File: config.mk
export PLATFORM = sky130hd
export DESIGN_NAME = dpb_blank_ctrl
export DESIGN_NICKNAME = d
export VERILOG_FILES = /design/src/rtl/dpb_pkg.sv /design/src/rtl/dpb_sync.sv /design/src/rtl/dpb_level_filter.sv /design/src/rtl/dpb_vprot_monitor.sv /design/src/rtl/dpb_blank_ctrl.sv
export SDC_FILE = /design/constraint.sdc
export NUM_CORES = 1
export LEC_CHECK = 0
export BUFFER_PORTS_ARGS = -buffer_cell sky130_fd_sc_hd__buf_4
export CAP_MARGIN = 25
export CORE_MARGIN = 3
export CORE_UTILIZATION = 48
export CTS_CLUSTER_SIZE = 16
export DETAILED_ROUTE_END_ITERATION = 10
export GPL_ROUTABILITY_DRIVEN = 0
export PLACE_DENSITY = 0.77
export SLEW_MARGIN = 20
export SYNTH_ARGS = -nofsm -noshare
export SYNTH_HDL_FRONTEND = slang
export SYNTH_HIERARCHICAL = 1
export SYNTH_SLANG_ARGS = --single-unit
File: constraint.sdc
create_clock -name clk -period 1.55 [get_ports clk]
set_input_delay 0.0775 -clock clk [delete_from_list [all_inputs] [get_ports clk]]
set_output_delay 0.0775 -clock clk [all_outputs]
set_load 0.05 [all_outputs]
File: src/rtl/dpb_pkg.sv
// Package dpb_pkg
// Shared level encoding for the display protection blanking controller.
// Assumes a two-bit quantized safety code: 00 low, 01 medium, 1x high.
package dpb_pkg;

    typedef enum logic [1:0] {
        LVL_LOW  = 2'b00,
        LVL_MED  = 2'b01,
        LVL_HIGH = 2'b10
    } lvl_e;

    // Map a raw two-bit code onto the three accepted levels
    function automatic lvl_e decode_level(input logic [1:0] code);
        if (code[1]) begin
            return LVL_HIGH;
        end else if (code[0]) begin
            return LVL_MED;
        end
        return LVL_LOW;
    endfunction

endpackage

File: src/rtl/dpb_sync.sv
// Module dpb_sync
// Multi-stage flip-flop synchronizer for a small bus whose bits are
// allowed to be sampled independently (downstream filtering tolerates
// mixed samples). Assumes STAGES >= 1; reset loads RST_VAL into every stage.
module dpb_sync #(
    parameter int unsigned           WIDTH   = 2,
    parameter int unsigned           STAGES  = 2,
    parameter logic [WIDTH-1:0]      RST_VAL = '0
) (
    input  logic             clk,
    input  logic             rst_n,
    input  logic [WIDTH-1:0] d,
    output logic [WIDTH-1:0] q
);

    logic [WIDTH-1:0] chain [STAGES];

    for (genvar s = 0; s < STAGES; s++) begin : g_stage
        if (s == 0) begin : g_first
            // First stage samples the asynchronous input
            always_ff @(posedge clk) begin
                if (!rst_n) chain[s] <= RST_VAL;
                else        chain[s] <= d;
            end
        end else begin : g_next
            // Later stages resolve metastability
            always_ff @(posedge clk) begin
                if (!rst_n) chain[s] <= RST_VAL;
                else        chain[s] <= chain[s-1];
            end
        end
    end

    assign q = chain[STAGES-1];

endmodule

File: src/rtl/dpb_level_filter.sv
// Module dpb_level_filter
// Accepts a decoded safety level only after it has been sampled in
// STABLE_CYCLES consecutive cycles. Resets to the high (most protective)
// level. Assumes STABLE_CYCLES >= 2 and a synchronized input.
module dpb_level_filter
    import dpb_pkg::*;
#(
    parameter int unsigned STABLE_CYCLES = 4
) (
    input  logic clk,
    input  logic rst_n,
    input  lvl_e sample,
    output lvl_e level
);

    localparam int unsigned CW = $clog2(STABLE_CYCLES + 1);
    localparam logic [CW-1:0] CNT_FIRE = CW'(STABLE_CYCLES - 1);
    localparam logic [CW-1:0] CNT_SAT  = CW'(STABLE_CYCLES);

    lvl_e          cand;
    logic [CW-1:0] run_cnt;

    // Track the candidate level and how long it has been seen in a row
    always_ff @(posedge clk) begin
        if (!rst_n) begin
            cand    <= LVL_HIGH;
            run_cnt <= '0;
            level   <= LVL_HIGH;
        end else if (sample != cand) begin
            cand    <= sample;
            run_cnt <= CW'(1);
        end else begin
            if (run_cnt == CNT_FIRE) level <= cand;
            if (run_cnt != CNT_SAT)  run_cnt <= run_cnt + CW'(1);
        end
    end

endmodule

File: src/rtl/dpb_vprot_monitor.sv
// Module dpb_vprot_monitor
// Per-field vertical deflection supervision. A falling edge of the
// comparator counts only while vblank is high; the seen flag restarts at
// window open, is judged at window close, and the verdict is applied at
// the next field_start. Assumes all inputs are synchronous to clk.
module dpb_vprot_monitor (
    input  logic clk,
    input  logic rst_n,
    input  logic vprot_cmp,
    input  logic vblank,
    input  logic field_start,
    output logic fault
);

    logic cmp_d;
    logic vb_d;
    logic seen;
    logic pending_fail;
    logic fall_in_win;
    logic win_open;
    logic win_close;

    assign fall_in_win = cmp_d & ~vprot_cmp & vblank;
    assign win_open    = vblank & ~vb_d;
    assign win_close   = ~vblank & vb_d;

    // Delay comparator and window flag for edge detection
    always_ff @(posedge clk) begin
        if (!rst_n) begin
            cmp_d <= 1'b0;
            vb_d  <= 1'b0;
        end else begin
            cmp_d <= vprot_cmp;
            vb_d  <= vblank;
        end
    end

    // Window-scoped record of a qualifying falling edge
    always_ff @(posedge clk) begin
        if (!rst_n)           seen <= 1'b0;
        else if (win_open)    seen <= fall_in_win;
        else if (fall_in_win) seen <= 1'b1;
    end

    // Verdict of the most recently closed window
    always_ff @(posedge clk) begin
        if (!rst_n)         pending_fail <= 1'b1;
        else if (win_close) pending_fail <= ~seen;
    end

    // Apply the verdict for a whole field at its start
    always_ff @(posedge clk) begin
        if (!rst_n)           fault <= 1'b1;
        else if (field_start) fault <= pending_fail;
    end

endmodule

File: src/rtl/dpb_blank_ctrl.sv
// Module dpb_blank_ctrl
// Top of the display protection blanking controller. Combines the
// per-field vertical protection verdict with the filtered safety level
// into RGB blank and horizontal drive enables. Assumes vprot_cmp, vblank
// and field_start are synchronous; safety_code may be asynchronous.
module dpb_blank_ctrl
    import dpb_pkg::*;
#(
    parameter int unsigned SYNC_STAGES   = 2,
    parameter int unsigned STABLE_CYCLES = 4
) (
    input  logic       clk,
    input  logic       rst_n,
    input  logic       vprot_cmp,
    input  logic       vblank,
    input  logic       field_start,
    input  logic [1:0] safety_code,
    output logic       rgb_blank,
    output logic       hdrive_en,
    output logic       vp_fault,
    output logic [1:0] safety_level
);

    logic [1:0] code_sync;
    lvl_e       sync_lvl;
    lvl_e       acc_lvl;

    dpb_sync #(
        .WIDTH   (2),
        .STAGES  (SYNC_STAGES),
        .RST_VAL (2'b11)
    ) u_sync (
        .clk   (clk),
        .rst_n (rst_n),
        .d     (safety_code),
        .q     (code_sync)
    );

    assign sync_lvl = decode_level(code_sync);

    dpb_level_filter #(
        .STABLE_CYCLES (STABLE_CYCLES)
    ) u_filter (
        .clk    (clk),
        .rst_n  (rst_n),
        .sample (sync_lvl),
        .level  (acc_lvl)
    );

    dpb_vprot_monitor u_vprot (
        .clk         (clk),
        .rst_n       (rst_n),
        .vprot_cmp   (vprot_cmp),
        .vblank      (vblank),
        .field_start (field_start),
        .fault       (vp_fault)
    );

    // Merge both protection sources into the output enables
    always_comb begin
        rgb_blank    = vp_fault | (acc_lvl != LVL_LOW);
        hdrive_en    = (acc_lvl != LVL_HIGH);
        safety_level = acc_lvl;
    end

endmodule

; Word-level counts from Yosys, hierarchy flattened
; Memories as Yosys holds them, arrays and structs flattened.
; Index checks and enable logic that the tools add are counted.
[word_totals]
register_bits = 12
mem_bits_rw = 4
input_bits = 7
output_inout_bits = 5
wordCells = 46
mem_count = 1
[mem_list]
columns = name, depth, width, read_ports, rd_clocked_by_memory_dff, write_ports, line_no
row1 = u_sync.chain, 2, 2, 2, 0, 2, dpb_sync.sv:16  ; logic [WIDTH-1:0] chain [STAGES];
[classes]
addsub = 1
n_eq_ne = 4
muxes = 13
bitwise_logic = 13
n_reduce_logical = 5
[op_table]
columns = cell, n
row1 = two-way mux 2 bit, 5
row2 = two-way mux 1 bit, 8
row3 = NOT 1 bit, 6
row4 = nonzero test 2 bit, 3
row5 = AND 1 bit, 4
row6 = "adder 3 x 1 -> 3 bit, second input constant", 1
row7 = "equality test 3 x 2 -> 1 bit, second input constant", 1
row8 = "!= test 3 bit, second input constant", 1
row9 = bitwise OR 1 bit, 3
row10 = != test 2 bit, 1
row11 = "!= test 2 bit, second input constant", 1
row12 = AND reduction 2 bit, 1
row13 = OR reduction 2 bit, 1

; Longest topological paths before layout
; Gate-level depths: netlist of run 1.
; An unclocked memory read counts as a cell.
[logic_depth]
word_depth = 7
mapped_depth = 5
ltp_nobuf = 5

; Modules after synthesis
; Netlist of run 1, hierarchy kept.
[by_module_without_submodules]
columns = mod, n_inst, cells_each, area_per_inst_um2
row1 = dpb_level_filter, 1, 36, 347.8
row2 = dpb_vprot_monitor, 1, 16, 181.4
row3 = dpb_sync, 1, 8, 105.1
row4 = dpb_blank_ctrl, 1, 4, 22.5

; Least setup slack after synthesis of run 1
; No wires, ideal clock.
[synth_path]
path_kind = reg-to-output
startpoint = reg u_filter.level[0]
endpoint = out hdrive_en
arrival_ns = 1.138
setup_slack_ns = 0.335
path_stages_with_launch = 2
n_path_buf = 0
cell_sequence = dfxtp_1 > nand2b_1
[synth_between]
elab_chain_cells = 1
[synth_lines]
columns = element, line_no
row1 = start: declaration, dpb_level_filter.sv:13  ; output lvl_e level
row2 = start signal: assignment, dpb_level_filter.sv:33  ; if (run_cnt == CNT_FIRE) level <= cand;
row3 = != test 2 bit, dpb_blank_ctrl.sv:62  ; hdrive_en = (acc_lvl != LVL_HIGH);
row4 = end: declaration, dpb_blank_ctrl.sv:19  ; output logic hdrive_en,
; No other way between the ends.

; Worst setup path after layout of run 1
[layout_path]
startpoint = reg u_filter.run_cnt[0]
endpoint = reg u_filter.level[0]
[layout_between]
elab_chain_cells = 2
[layout_lines]
columns = element, line_no
row1 = start: declaration, dpb_level_filter.sv:21  ; logic [CW-1:0] run_cnt;
row2 = start signal: assignment, dpb_level_filter.sv:34  ; if (run_cnt != CNT_SAT) run_cnt <= run_cnt + CW'(1);
row3 = equality test 3 x 2 -> 1 bit, dpb_level_filter.sv:33
row4 = AND reduction 2 bit (no line), -
; No other way between the ends.
; A chain may end at the register's enable or synchronous reset.

==> flow_metrics.env, run 1 <==
export IMPL_dieHeight_um=43.0
export IMPL_dpl_cell_area_um2=753
export IMPL_grt_use_total=0.130
export IMPL_dp_hpwl_um=711
export IMPL_ir_drop_uv=606
export IMPL_io_buffers=11
export IMPL_clockBufferDepth=2
export IMPL_min_period_over_period=0.854
export IMPL_ys_warnings_count=6
export IMPL_drive_above_1_share=0.275
export IMPL_cp_max_fo=3
export IMPL_required_ps=1710
export IMPL_final_seq_area_um2=320
export IMPL_hold_viol_final=0
export IMPL_finalSetupViolations=0
export IMPL_totalWireLength_um=963
export IMPL_final_max_slew_viol_count=0
export IMPL_n_fill_cell=91
export IMPL_fin_worst_skew_ps=4.68
export IMPL_die_area_um2=1850
export IMPL_drtIter0Drc=10
export IMPL_vias_per_cell=5.21
export IMPL_ant_nets=0
export IMPL_antenna_found_initial=0
export IMPL_arrival_ps=1480
export IMPL_final_cell_area_um2=810
export IMPL_cts_tree="built"
export IMPL_syn_num_nets=74
export IMPL_crit_chain="ha_1 > ha_1 > inv_1 > o311ai_0 > o211ai_1"
export IMPL_hold_buffers=2
export IMPL_place_ws_ps=240
export IMPL_clk_latency_ps=280
export IMPL_cp_end_kind="flip-flop"
export IMPL_num_rows=12
export IMPL_n_antenna_cell=0
export IMPL_synth_top_area_share=0.488
export IMPL_first_global_vias=424
export IMPL_coreArea_um2=1190
export IMPL_routedWlPerCell_um=10.2
export IMPL_htreeDepth=1
export IMPL_grt_max_degree=17
export IMPL_io_pins=12
export IMPL_synth_largest_area_cell="dfxtp_1"
export IMPL_grt_ovfl_total=0
export IMPL_synthCells=64
export IMPL_maxCapViolations=0
export IMPL_timing_fmax_ghz=0.756
export IMPL_path_class="reg -> reg"
export IMPL_multiInputGateArea_um2=310
export IMPL_cpPeakStageDelay_ps=370
export IMPL_rsz0062_at_grt="no"
export IMPL_critical_path_top_delay_family="compound AO/OA/AOI/OAI gates"
export IMPL_numCtsBuffers=3
export IMPL_min_delay_start="vprot_cmp"
export IMPL_avgSynthCellArea_um2=10.3
export IMPL_synth_area_um2=657
export IMPL_crit_start="u_filter/run_cnt[0]"
export IMPL_tightest_slew_ps=308
export IMPL_cts_setup_buffers=0
export IMPL_cts_root_buffer="clkbuf_4"
export IMPL_yosys_top_cells_area="dfxtp_1 49%, ha_1 5.7%, nand2b_1 5.7%"
export IMPL_maxSlewHeadroom=0.792
export IMPL_area_growth_pct=23.2
export IMPL_firstDrtPassIters=4
export IMPL_start_kind="flip-flop"
export IMPL_die_w_um=43.0
export IMPL_status="finished clean"
export IMPL_synth_cell_types=27
export IMPL_vias=490
export IMPL_cts_resized=0
export IMPL_p_leak_nw=0.337
export IMPL_initial_core_util=0.554
export IMPL_cts_sinks=16
export IMPL_r2r_start="u_filter/run_cnt[0]"
export IMPL_ys_seq_area_frac=0.488
export IMPL_hp_class="in -> reg"
export IMPL_ys_seq_elements=16
export IMPL_clkTransAtPathRegs_ps=90
export IMPL_fin_ws_ps=227
export IMPL_finalSetupTns_ps=0
export IMPL_powerDensity_nw_per_um2=970
export IMPL_cpMostUsedCell="ha_1"
export IMPL_fin_nets=91
export IMPL_grt_pass1_wl_um=1700
export IMPL_worst_path_buf_inv=1
export IMPL_slowest_stage="dfxtp_1"
export IMPL_post_route_min_period_ps=1320
export IMPL_drc_errors=0
## kinds of logic (layout without fill, tap and decap cells)
family	count (synthesis)	count (layout)	synth area share
AO/OA/AOI/OAI	8	8	0.0895
XOR/XNOR	3	3	0.0629
adder cells (fa/ha/maj)	3	3	0.0571
buffers and inverters	7	23	0.0400
flip-flops	16	16	0.488
multiplexers	2	2	0.0305
AND/OR/NAND/NOR	25	25	0.232
## stage by stage
step | cells | hold WS, ps | util | total power [mW]
floorplan | 64 | 139 | - | 0.495
global placement | 88 | 262 | 0.635 | 0.519
detailed placement | 88 | 266 | 0.635 | 0.522
CTS | 94 | 3.27 | 0.682 | 0.799
global route | 94 | 7.64 | 0.682 | 0.829
finish | 94 | 13.9 | 0.682 | 0.786
## power breakdown
group          leakage (nW)  internal, mW  switching (mW)
registers             0.131         0.429          0.0113
clock network        0.0210         0.143           0.127
logic                 0.185        0.0415          0.0341
total                 0.337         0.613           0.172
## worst reg2reg max path: cells and delay by family, from the launching register on
kind / cells / cell delay (ps)
DFF: 1 / 370
AOI/OAI and AO/OA: 2 / 430
adders and majority gates: 2 / 340
buffers and inverters: 1 / 60
## area by class of cell
| type | instances | area share |
|---|---|---|
| clock buffers | 4 | 0.0448 |
| repair buffers | 13 | 0.127 |
| inverters | 6 | 0.0278 |
| flip-flops and latches | 16 | 0.396 |
| well taps | 14 | 0.0216 |
| multi-input cells | 41 | 0.383 |
## synthesized netlist by cell type
library cell,n
dfxtp_1,16
inv_1,6
nand2b_1,6
nand2_1,5
ha_1,3
a21oi_1,2
and2_2,2
mux2i_1,2
nand3_1,2
nor2b_1,2
xnor2_2,2
a211oi_1,1
a311oi_1,1
a31oi_1,1
a32o_1,1
and2_1,1
and2_4,1
and4_2,1
clkbuf_1,1
nor2b_2,1
nor3_1,1
nor4_1,1
o211ai_1,1
o311ai_0,1
or2b_1,1
or3_1,1
xnor2_1,1
## cells in the final DEF (no fill, tap or decap), types with 2 or more instances in the layout
cell type	instances
a21oi_1	2
nand3_1	2
xnor2_2	2
dlygate4sd3_1	2
mux2i_1	2
and2_2	2
clkbuf_4	3
inv_1	6
buf_4	11
nor2b_1	2
dfxtp_1	16
nand2b_1	6
ha_1	3
nand2_1	5
## sequential cells by signal (all words and copies together), names as in the netlist
| register | cells |
|---|---|
| u_vprot/fault | 1 |
| u_filter/level | 2 |
| u_vprot/seen | 1 |
| u_filter/cand | 2 |
| u_vprot/pending_fail | 1 |
| u_vprot/cmp_d | 1 |
| u_filter/run_cnt | 3 |
| u_sync/chain | 4 |
| u_vprot/vb_d | 1 |
## routing by layer
layer  up-vias  share of wire  global-route usage
met4         0          0.031               0.133
met2        15           0.43               0.168
met3         4          0.083              0.0381
li1        253              -                   -
met5         -              0                   0
met1       218           0.45               0.161
## path summary, 6_finish.rpt
kind / endpoint / slack (ps) / depth (start not counted)
hold / removal: u_vprot/cmp_d / 10 / 2
setup / recovery: u_filter/level[0] / 230 / 5
setup reg to reg: u_filter/level[0] / 230 / 5
hold reg to reg: u_sync/chain[1][0] / 410 / 1
Power figures use the tool's default switching activity.
==> run 2, diff against run 1 <==
- SETUP_SLACK_MARGIN: unset -> 0.5
==> flow_metrics.env, run 2 (synthesis gave the netlist of run 1 again) <==
export IMPL_status="finished clean"
export IMPL_stdcell_count=101
export IMPL_num_rows=12
export IMPL_totalWireLength_um=1710
export IMPL_area_growth_pct=63.0
export IMPL_grt_busiest_layer="met2"
export IMPL_fin_nets=98
export IMPL_post_route_min_period_ps=1250
export IMPL_grt_ovfl_total=0
export IMPL_reg_top3="u_sync/chain: 4 flops, u_filter/run_cnt: 3 flops"
export IMPL_dp_hpwl_um=877
export IMPL_crit_start="u_filter/level[1]"
export IMPL_finalSetupViolations=0
export IMPL_clk_latency_ps=290
export IMPL_crit_chain="or3_4 > buf_8"
export IMPL_hold_viol_final=0
export IMPL_htreeDepth=1
export IMPL_drc_errors=0
export IMPL_antenna_found_initial=0
export IMPL_tightest_slew_ps=336
export IMPL_min_delay_start="vprot_cmp"
export IMPL_vias_per_cell=5.65
export IMPL_cp_end_kind="primary output"
export IMPL_ir_drop_uv=612
export IMPL_final_seq_area_um2=339
export IMPL_numCtsBuffers=3
export IMPL_met3_usage=0.0381
export IMPL_slowest_stage="or3_4"
export IMPL_layout_common_cells="13 x buf_4, 9 x dfxtp_1, 5 x inv_1, 5 x nand2b_1"
export IMPL_finalSetupTns_ps=0
export IMPL_dieHeight_um=43.0
export IMPL_grt_max_degree=17
export IMPL_grt_use_total=0.172
export IMPL_ant_nets=0
export IMPL_final_max_slew_viol_count=0
export IMPL_cts_sinks=16
export IMPL_die_area_um2=1850
export IMPL_io_buffers=11
export IMPL_final_cell_area_um2=1070
export IMPL_n_antenna_cell=0
export IMPL_cts_root_buffer="clkbuf_4"
export IMPL_start_kind="flip-flop"
export IMPL_worst_r2r_cell_count=5
export IMPL_powerDensity_nw_per_um2=813
export IMPL_rsz0062_at_grt="yes"
export IMPL_r2r_start="u_filter/run_cnt[1]"
export IMPL_reg2reg_slack_ps=370
export IMPL_clockBufferDepth=2
export IMPL_multiInputGateArea_um2=463
export IMPL_arrival_ps=1170
export IMPL_fin_worst_skew_ps=1.45
export IMPL_min_period_over_period=0.806
export IMPL_initial_core_util=0.554
export IMPL_cpPeakStageDelay_ps=370
export IMPL_required_ps=1470
export IMPL_r2r_end="u_filter/level[0]"
export IMPL_die_w_um=43.0
export IMPL_crit_path_end="rgb_blank"
export IMPL_met1_usage=0.196
export IMPL_coreArea_um2=1190
export IMPL_vias=571
export IMPL_n_fill_cell=53
export IMPL_cts_tree="built"
export IMPL_grt_pass1_wl_um=2380
export IMPL_routedWlPerCell_um=16.9
export IMPL_p_leak_nw=0.425
export IMPL_cp_max_fo=2
export IMPL_globalRouteMet2Util=0.311
export IMPL_drive_above_1_share=0.598
export IMPL_first_global_vias=552
export IMPL_io_pins=12
export IMPL_mostFrequentLayoutCell="buf_4"
export IMPL_timing_fmax_ghz=0.800
export IMPL_dpl_cell_area_um2=791
export IMPL_path_class="reg -> out"
export IMPL_drtIter0Drc=20
export IMPL_dp_cells=88
export IMPL_top_register="u_sync/chain"
export IMPL_maxSlewHeadroom=0.775
export IMPL_maxCapViolations=0
export IMPL_largest_register_ffs=4
export IMPL_firstDrtPassIters=4
export IMPL_clkTransAtPathRegs_ps=100
export IMPL_hp_class="in -> reg"
run 2: cell count changes in the layout (fill, tap and decap cells not counted), sizes merged:
cell / before / now
buf: 11 / 18
run 2: power by group:
group          switching (mW)  internal [mW]
clock                   0.141          0.143
combinational          0.0659         0.0767
sequential             0.0182          0.426
total                   0.225          0.646
run 2: worst min path at each step:
stage	end	slack, ps	depth (start not counted)
floorplan	u_vprot/fault	140	1
global placement	u_sync/chain[0][1]	260	2
detailed placement	u_sync/chain[0][0]	270	2
CTS	u_vprot/fault	9	3
global route	u_vprot/cmp_d	10	2
finish	u_vprot/cmp_d	20	2
run 2: metal layers:
layer,share of wire,vias to the layer above
li1,-,261
met1,0.42,281
met2,0.51,25
met3,0.050,4
met4,0.017,0
met5,0,-
run 2: cell type report:
type / count / area share
clock buffers: 4 / 0.0339
inverters: 6 / 0.0234
multi-input cells: 41 / 0.432
flip-flops and latches: 16 / 0.317
well taps: 14 / 0.0164
repair buffers: 20 / 0.178
run 2: stage by stage:
step / total power [mW] / util / hold slack [ps] / setup slack (ps)
4_1_cts: 0.820 / 0.781 / 9.37 / 305
2_1_floorplan: 0.505 / - / 139 / 422
3_3_place_gp: 0.531 / 0.667 / 259 / 345
5_1_grt: 0.910 / 0.903 / 10.7 / 264
3_5_place_dp: 0.535 / 0.667 / 274 / 285
6_report: 0.871 / 0.903 / 25.0 / 301
run 2: critical path, delay by kind of cell (launching register included):
kind | cells | cell delay [ps]
AND/OR/NAND/NOR | 1 | 370
flip-flops | 1 | 360
buffers and inverters | 1 | 160
run 2: repair_timing:
action | CTS | global route
resized for setup | 15 | 19
endpoints found under the setup margin | 7 | 8
endpoints found under the hold margin | 2 | 0
hold buffers | 2 | 0
pin swaps | 6 | 4
setup buffers | 4 | 3
==> run 3, diff against run 2 <==
- CORE_UTILIZATION: 48 -> 46
- PLACE_DENSITY: 0.77 -> 0.78
- clock period: 1.55 -> 1.1 ns (I/O delays scaled with it)
==> flow_metrics.env, run 3 (synthesis gave the netlist of run 1 again) <==
export IMPL_cp_end_kind="primary output"
export IMPL_rsz0062_at_grt="yes"
export IMPL_reg2reg_slack_ps=-70
export IMPL_start_kind="flip-flop"
export IMPL_p_switching_mw=0.276
export IMPL_clkTransAtPathRegs_ps=90
export IMPL_fin_ws_ps=-107
export IMPL_power_frac_clock=0.269
export IMPL_critical_path_top_delay_family="flip-flops"
export IMPL_dieHeight_um=43.8
export IMPL_grt_pass1_wl_um=2310
export IMPL_totalWireLength_um=1320
export IMPL_clockBufferDepth=2
export IMPL_io_buffers=11
export IMPL_path_class="reg -> out"
export IMPL_timing_fmax_ghz=0.829
export IMPL_powerDensity_nw_per_um2=1070
export IMPL_dpl_cell_area_um2=877
export IMPL_clk_latency_ps=280
export IMPL_top_register="u_sync/chain"
export IMPL_p_leak_nw=0.419
export IMPL_fin_hold_ws_ps=-36.8
export IMPL_grt_use_total=0.164
export IMPL_grt_ovfl_total=0
export IMPL_mostFrequentLayoutCell="buf_4"
export IMPL_cpPeakStageDelay_ps=360
export IMPL_grt_max_degree=17
export IMPL_coreArea_um2=1220
export IMPL_seqPwrFrac=0.556
export IMPL_io_pins=12
export IMPL_vias=517
export IMPL_min_period_over_period=1.10
export IMPL_cts_tree="built"
export IMPL_hold_viol_final=2
export IMPL_violations="negative hold slack, negative setup slack"
export IMPL_arrival_ps=1150
export IMPL_maxCapViolations=0
export IMPL_fin_worst_skew_ps=10.6
export IMPL_finalSetupViolations=2
export IMPL_final_cell_area_um2=1050
export IMPL_min_delay_start="safety_code[1]"
export IMPL_drtIter0Drc=4
export IMPL_vias_per_cell=5.17
export IMPL_cts_root_buffer="clkbuf_4"
export IMPL_antenna_found_initial=0
export IMPL_crit_start="u_filter/level[1]"
export IMPL_drive_above_1_share=0.651
export IMPL_die_area_um2=1920
export IMPL_sw_frac_of_total=0.245
export IMPL_crit_chain="or3_4 > buf_6"
export IMPL_htreeDepth=1
export IMPL_post_route_min_period_ps=1210
export IMPL_status="finished, violations left"
export IMPL_drc_errors=0
export IMPL_initial_core_util=0.540
export IMPL_required_ps=1040
export IMPL_tightest_slew_ps=319
export IMPL_final_max_slew_viol_count=0
export IMPL_routedWlPerCell_um=13.2
export IMPL_r2r_start="u_filter/run_cnt[0]"
export IMPL_area_growth_pct=60.6
export IMPL_layout_common_cells="12 x buf_4, 8 x dfxtp_1"
export IMPL_hp_class="in -> reg"
export IMPL_place_ws_ps=-65.3
export IMPL_first_global_vias=528
export IMPL_ir_drop_uv=1140
export IMPL_num_rows=12
export IMPL_ant_nets=0
export IMPL_n_fill_cell=65
export IMPL_dp_hpwl_um=857
export IMPL_numCtsBuffers=3
export IMPL_n_antenna_cell=0
export IMPL_die_w_um=43.8
export IMPL_reg_top3="u_sync/chain: 4 flops, u_filter/run_cnt: 3 flops"
export IMPL_largest_register_ffs=4
export IMPL_worst_path_buf_inv=1
export IMPL_p_comb_frac=0.175
export IMPL_maxSlewHeadroom=0.787
export IMPL_slowest_stage="dfxtp_4"
export IMPL_p_int_mw=0.850
export IMPL_cp_max_fo=2
export IMPL_finalSetupTns_ps=-177
export IMPL_fin_nets=97
export IMPL_firstDrtPassIters=4
export IMPL_cts_sinks=16
-- run 3: cell count changes in the layout (fill, tap and decap cells not counted), sizes merged --
cell	before	now
buf	18	19
dlygate4sd3	2	0
-- run 3: power groups by stage --
stage | logic (mW) | clock network, mW | registers [mW]
after detailed placement | 0.152 | 0 | 0.633
after floorplan | 0.0944 | 0 | 0.631
after global placement | 0.148 | 0 | 0.632
after CTS | 0.179 | 0.324 | 0.624
final | 0.197 | 0.303 | 0.626
after global routing | 0.213 | 0.347 | 0.629
-- run 3: area by class of cell --
class	count	area, µm²	share of cell area
Multi-Input combinational cell	41	459	0.435
Tap cell	14	17.5	0.0166
Timing Repair Buffer	19	184	0.174
Sequential cell	16	340	0.323
Inverter	6	27.5	0.0261
Clock buffer	4	26.3	0.0249
-- run 3: repair_timing --
action                                  in CTS  in global routing
endpoints found under the hold margin        4                  2
gates resized for setup                     23                  6
endpoints found under the setup margin      15                 15
pin swaps                                    8                  3
setup buffers                                2                  2
-- run 3: per-stage QoR --
| step | utilization | total power, mW | hold slack [ps] | instances |
|---|---|---|---|---|
| finish | 0.867 | 1.13 | -36.8 | 100 |
| global route | 0.867 | 1.19 | -51.9 | 100 |
| CTS | 0.826 | 1.13 | -53.1 | 98 |
| detailed placement | 0.721 | 0.785 | 247 | 92 |
| global placement | 0.721 | 0.779 | 239 | 92 |
| floorplan | - | 0.726 | 123 | 64 |
-- run 3: path summary, 6_finish.rpt --
path | to | depth (start not counted)
worst min-delay path | u_sync/chain[0][1] | 2
worst max-delay path | rgb_blank | 2
worst min register to register | u_sync/chain[1][0] | 1
worst max register to register | u_filter/level[0] | 5
-- run 3: layer usage --
metal,GRT usage,vias up,wire length [µm]
li1,-,265,-
met1,0.174,239,551
met2,0.305,11,704
met3,0.0373,2,60
met4,0.0663,0,8
met5,0,-,0
